**config.mk**
```make
export PLATFORM = sky130hd
export DESIGN_NAME = i2c_sclk_gen
export DESIGN_NICKNAME = d
export VERILOG_FILES = /design/src/rtl/i2c_sclk_pkg.sv /design/src/rtl/sclk_prescale.sv /design/src/rtl/sclk_phase_fsm.sv /design/src/rtl/i2c_sclk_gen.sv
export SDC_FILE = /design/constraint.sdc
export NUM_CORES = 1
export LEC_CHECK = 0
export BUFFER_PORTS_ARGS = -buffer_cell sky130_fd_sc_hd__buf_2
export CAP_MARGIN = 20
export CORE_MARGIN = 2
export CORE_UTILIZATION = 55
export DETAILED_ROUTE_END_ITERATION = 6
export PLACE_DENSITY = 0.72
export SKIP_LAST_GASP = 1
export SLEW_MARGIN = 10
export SYNTH_ARGS = -nofsm -noshare
export SYNTH_HDL_FRONTEND = slang
export SYNTH_SLANG_ARGS = --single-unit
```
**constraint.sdc**
```tcl
create_clock -name clk -period 7.72 [get_ports clk]
set_clock_uncertainty 0.2 [all_clocks]
set_input_delay 0.772 -clock clk [delete_from_list [all_inputs] [get_ports clk]]
set_output_delay 0.772 -clock clk [all_outputs]
set_load 0.05 [all_outputs]
```
**src/rtl/i2c_sclk_pkg.sv**
```systemverilog
package i2c_sclk_pkg;

    typedef enum logic [1:0] {
        PH_OFF     = 2'd0,
        PH_LOW     = 2'd1,
        PH_WAIT_HI = 2'd2,
        PH_HIGH    = 2'd3
    } sclk_phase_t;

    localparam logic [1:0] SEL_PRESCALE = 2'd0;
    localparam logic [1:0] SEL_LOW_SPAN = 2'd1;
    localparam logic [1:0] SEL_HI_SPAN  = 2'd2;

    // Fixed extra ticks added to each programmed span.
    localparam int SPAN_EXTRA = 6;

endpackage

```
**src/rtl/sclk_prescale.sv**
```systemverilog
module sclk_prescale #(
    parameter int PSC_W = 8
) (
    input  logic             clk,
    input  logic             rst_n,
    input  logic             en,
    input  logic [PSC_W-1:0] ratio_m1,
    output logic             tick
);

    logic [PSC_W-1:0] cnt_q;

    always_ff @(posedge clk or negedge rst_n) begin
        if (!rst_n) begin
            cnt_q <= '0;
        end else if (!en || cnt_q == ratio_m1) begin
            cnt_q <= '0;
        end else begin
            cnt_q <= cnt_q + 1'b1;
        end
    end

    assign tick = en && (cnt_q == ratio_m1);

    // the count never passes the programmed ratio.
    a_r3_cnt_bound: assert property (@(posedge clk) disable iff (!rst_n)
        en |-> (cnt_q <= ratio_m1));

    // the counter is cleared one cycle after the enable is low.
    a_r1_cnt_cleared: assert property (@(posedge clk) disable iff (!rst_n)
        !en |=> (cnt_q == '0));

endmodule

```
**src/rtl/sclk_phase_fsm.sv**
```systemverilog
module sclk_phase_fsm
    import i2c_sclk_pkg::*;
#(
    parameter int DIV_W = 8
) (
    input  logic             clk,
    input  logic             rst_n,
    input  logic             en,
    input  logic             tick,
    input  logic             scl_sense,
    input  logic [DIV_W-1:0] low_span,
    input  logic [DIV_W-1:0] high_span,
    output logic             pull_low
);

    localparam int CNT_W = DIV_W + 1;

    sclk_phase_t       state_q, state_d;
    logic [CNT_W-1:0]  cnt_q;
    logic [CNT_W-1:0]  lo_last, hi_last;
    logic              lo_done, hi_done;

    assign lo_last = {1'b0, low_span}  + CNT_W'(SPAN_EXTRA - 1);
    assign hi_last = {1'b0, high_span} + CNT_W'(SPAN_EXTRA - 1);
    assign lo_done = tick && (cnt_q == lo_last);
    assign hi_done = tick && scl_sense && (cnt_q == hi_last);

    always_comb begin
        state_d = state_q;
        unique case (state_q)
            PH_OFF:     if (en)        state_d = PH_LOW;
            PH_LOW:     if (lo_done)   state_d = PH_WAIT_HI;
            PH_WAIT_HI: if (scl_sense) state_d = PH_HIGH;
            PH_HIGH:    if (hi_done)   state_d = PH_LOW;
            default:                   state_d = PH_OFF;
        endcase
        if (!en) state_d = PH_OFF;
    end

    always_ff @(posedge clk or negedge rst_n) begin
        if (!rst_n) begin
            state_q <= PH_OFF;
        end else begin
            state_q <= state_d;
        end
    end

    always_ff @(posedge clk or negedge rst_n) begin
        if (!rst_n) begin
            cnt_q <= '0;
        end else if (state_d != state_q) begin
            // A tick in the wait cycle already counts toward the high phase.
            cnt_q <= (state_d == PH_HIGH && tick) ? CNT_W'(1) : '0;
        end else if (state_q == PH_LOW && tick) begin
            cnt_q <= cnt_q + 1'b1;
        end else if (state_q == PH_HIGH && tick && scl_sense) begin
            cnt_q <= cnt_q + 1'b1;
        end
    end

    always_comb begin
        pull_low = 1'b0;
        unique case (state_q)
            PH_LOW:  pull_low = 1'b1;
            default: pull_low = 1'b0;
        endcase
    end

    // a low phase is always followed by the wait state, never straight by high.
    a_r6_wait_after_low: assert property (@(posedge clk) disable iff (!rst_n)
        (state_q == PH_LOW && en) |=> (state_q != PH_HIGH));

    // the high count holds while the sensed line is low.
    a_r7_high_stall: assert property (@(posedge clk) disable iff (!rst_n)
        (state_q == PH_HIGH && !scl_sense && en) |=> $stable(cnt_q));

    // the low phase ends only on a prescaler tick.
    a_r4_low_exit_on_tick: assert property (@(posedge clk) disable iff (!rst_n)
        (state_q == PH_LOW && en && !tick) |=> (state_q == PH_LOW));

    // enabling from reset always enters the low phase.
    a_r9_start_low: assert property (@(posedge clk) disable iff (!rst_n)
        (state_q == PH_OFF && en) |=> (state_q == PH_LOW));

endmodule

```
**src/rtl/i2c_sclk_gen.sv**
```systemverilog
module i2c_sclk_gen
    import i2c_sclk_pkg::*;
#(
    parameter int PSC_W       = 8,
    parameter int DIV_W       = 8,
    parameter int IN_CLK_KHZ  = 100000,
    parameter int MOD_MIN_KHZ = 6700,
    parameter int MOD_MAX_KHZ = 13300,
    localparam int WD_W       = (PSC_W > DIV_W) ? PSC_W : DIV_W
) (
    input  logic            clk,
    input  logic            rst_n,
    input  logic            mod_en,
    input  logic            cfg_we,
    input  logic [1:0]      cfg_sel,
    input  logic [WD_W-1:0] cfg_wdata,
    input  logic            scl_sense,
    output logic            scl_pull_low,
    output logic            mod_tick,
    output logic            cfg_range_err
);

    logic [PSC_W-1:0] psc_q;
    logic [DIV_W-1:0] low_q, high_q;
    logic [31:0]      ratio;

    always_ff @(posedge clk or negedge rst_n) begin
        if (!rst_n) begin
            psc_q  <= '0;
            low_q  <= '0;
            high_q <= '0;
        end else if (cfg_we && !mod_en) begin
            unique case (cfg_sel)
                SEL_PRESCALE: psc_q  <= cfg_wdata[PSC_W-1:0];
                SEL_LOW_SPAN: low_q  <= cfg_wdata[DIV_W-1:0];
                SEL_HI_SPAN:  high_q <= cfg_wdata[DIV_W-1:0];
                default:      ;
            endcase
        end
    end

    assign ratio = 32'(psc_q) + 32'd1;
    assign cfg_range_err = (32'(IN_CLK_KHZ) < 32'(MOD_MIN_KHZ) * ratio) ||
                           (32'(IN_CLK_KHZ) > 32'(MOD_MAX_KHZ) * ratio);

    sclk_prescale #(.PSC_W(PSC_W)) u_psc (
        .clk      (clk),
        .rst_n    (rst_n),
        .en       (mod_en),
        .ratio_m1 (psc_q),
        .tick     (mod_tick)
    );

    sclk_phase_fsm #(.DIV_W(DIV_W)) u_fsm (
        .clk       (clk),
        .rst_n     (rst_n),
        .en        (mod_en),
        .tick      (mod_tick),
        .scl_sense (scl_sense),
        .low_span  (low_q),
        .high_span (high_q),
        .pull_low  (scl_pull_low)
    );

    // settings hold still across any edge at which the module was enabled.
    a_r2_cfg_frozen: assert property (@(posedge clk) disable iff (!rst_n)
        $past(mod_en) |-> ($stable(psc_q) && $stable(low_q) && $stable(high_q)));

    // one cycle after the enable is low the line is released.
    a_r1_released: assert property (@(posedge clk) disable iff (!rst_n)
        !mod_en |=> !scl_pull_low);

endmodule

```
==> results.toml <==
[critical_path]
worstPathArrival_ps = 6400
critPathMaxFanout = 7
cp-startpoint = "psc_q[3]"
cp-end-kind = "output pin"
timing.rr.start = "psc_q[6]"
worstRegToRegCells = 7
worst_setup_path_start_kind = "register"
crit_type = "reg2out"
critical_path_required_ps = 6750

[sta]
drv_slew = 0
final.min_clock_period_ps = 7380
tightest_slew_ps = 1050
finalSetupViolations = 0
slew_headroom_pct = 29.6
clock.fmax_ghz = 0.136
finalCritPeriodShare_pct = 95.6
rsz0062_at_grt = "false"
finalSetupTns_ps = 0
hold_viol_final = 0

[drt]
dr.pass1.iters = 5
drt.antenna.violating_nets = 0
drcViolationCount = 0
drtIter0Drc = 332
viasPerCell = 5.79
wl_per_cell_um = 16.2
wl_um = 14300
vias = 5116

[clocking]
cts_buffer_depth = 2
cts_made_buffers = 5
clock_latency_ps = 280
clock-root-buffer = "clkbuf_16"
hold_buffers = 0
cts.clk_slew.worst_paths_ps = 60
htree_levels = 2
ctsResizeCount = 0
cts_sinks = 43
cts_setup_buffers = 0
cts_tree = "built"

[layout]
syn_to_final_growth_pct = 7.32
final_cells = 883
finalNetCount = 897
diodes = 0
drive_gt1_share_pct = 9.46

[floorplan]
die_x_um = 112
core_area_mm2 = 0.0114
die_h_um = 112
dieArea_mm2 = 0.0125
rows = 39
initial_utilization_pct = 56.2
ios = 18

[synth]
syn_inst = 723
synth_area_mm2 = 0.00639
postSynthAreaPerCell_um2 = 8.84
ys_seq_elements = 43
synth-seq-area-share_pct = 16.8
async_reset_ff_share_pct = 100
syn-num-nets = 881
synth_edf_count = 0
synth_ff_type = "dfrtp_1"
ys_types = 69
ys_warn_count = 0

[status]
outcome = "complete, no violations"

[job]
max_cap_viol_count = 0

[place]
place_congestion = 0.940
hpwl_um = 12000
portBuffers = 17
dp_cells = 875

[grt]
antenna_found_initial = 0
grt_max_degree = 44
grt_pass1_vias = 5164
grt_pass1_wl_um = 25000
grt-ovfl-total = 0
grtUsageTotal_pct = 24.4

[worst_hold_path]
worstHoldPathType = "reg2reg"
min_from = "low_q[5]"
worstHoldPathCells = 1
-- stage by stage --
stage | util [%] | setup slack [ps] | hold slack (ps) | area [um2]
6_report | 60.3 | 343 | 363 | 6860
5_1_grt | 60.3 | 47.6 | 383 | 6860
3_5_place_dp | 58.4 | 551 | 354 | 6640
2_1_floorplan | - | 745 | 276 | 6390
4_1_cts | 60.1 | 244 | 366 | 6830
3_3_place_gp | 58.4 | 783 | 348 | 6640
-- cells in the mapped netlist (all sizes together) (12+ instances only) --
master / number / area [um2]
xnor2: 39 / 342
nand3: 22 / 110
mux2: 18 / 203
dfrtp: 43 / 1080
a21oi: 24 / 131
inv: 142 / 533
nor2: 43 / 161
nand4: 12 / 75.1
fa: 46 / 921
nand2: 29 / 109
o21ai: 33 / 165
ha: 97 / 1210
xor2: 29 / 254
-- critical path, cell delays in order, from the launching register on --
cell and delay, ps:
dfrtp_1 460, nand3_1 170, nor2_1 230, nand2_1 100, xor2_1 240, inv_1 220
fa_1 640, inv_1 110, fa_1 510, inv_1 60, fa_1 540, inv_1 60
fa_1 520, inv_1 40, ha_1 340, or4b_1 510, a221o_1 320, o41ai_2 430
o2111ai_1 140, o211ai_1 190, buf_2 290
-- path summary, 6_finish.rpt --
check | to | slack [ps]
max in group asynchronous | psc_q[1] | 6230
min in group asynchronous | u_fsm.cnt_q[0] | 440
hold reg to reg | low_q[5] | 360
setup reg to reg | u_fsm.cnt_q[0] | 4840
setup / recovery | cfg_range_err | 340
hold / removal | low_q[5] | 360
-- cells in the final DEF (no fill, tap or decap), types with 6 or more instances in the layout --
master / netlist / layout
a21o_1: 8 / 8
fa_1: 46 / 46
nor2_1: 43 / 43
buf_4: 1 / 6
ha_1: 97 / 97
or3_1: 6 / 6
and3_1: 7 / 7
dfrtp_1: 43 / 40
nand4_1: 12 / 12
xnor2_1: 39 / 36
a21oi_1: 21 / 21
nand2_1: 29 / 29
o211ai_1: 6 / 6
nand3_1: 22 / 22
nor2b_1: 8 / 8
mux2_2: 18 / 18
xor2_1: 29 / 29
buf_2: 3 / 17
inv_1: 142 / 142
o21ai_0: 28 / 28
nand2b_1: 6 / 6
nor3_1: 10 / 10
o2111ai_1: 6 / 6
-- cell type report --
class / count / area, um2
multi-input combinational: 524 / 4740
fill: 968 / 4510
sequential: 43 / 1080
inverter: 142 / 533
tap: 143 / 179
timing repair buffer: 23 / 130
clock buffer: 5 / 125
clock inverter: 3 / 67.6
-- sequential cells by signal, summed over array words and instances, names as in the netlist --
register,cells
u_fsm.state_q,2
low_q,8
psc_q,8
u_psc.cnt_q,8
high_q,8
u_fsm.cnt_q,9
-- routing by layer --
metal	vias up	global-route usage, %	wire (um)
met5	-	0	0
met1	2468	35.2	6760
li1	2491	-	-
met3	20	2.50	671
met2	137	39.6	6560
met4	0	6.01	278
-- logic make-up (layout without fill, tap and decap cells) --
| kind of cell | count (synthesis) | in the layout | share of synthesized area, % |
|---|---|---|---|
| and+or+nand+nor | 168 | 168 | 13.7 |
| buffers and inverters | 156 | 173 | 9.28 |
| adders and majority gates | 144 | 144 | 33.6 |
| AOI/OAI and AO/OA | 121 | 121 | 13.3 |
| xor gates and xnor gates | 68 | 68 | 9.32 |
| DFF | 43 | 43 | 16.8 |
| muxes | 23 | 23 | 3.96 |
Power is left out: the tool's default activity adds up to more than one toggle a clock period on the data nets, which glitch-free logic cannot reach.
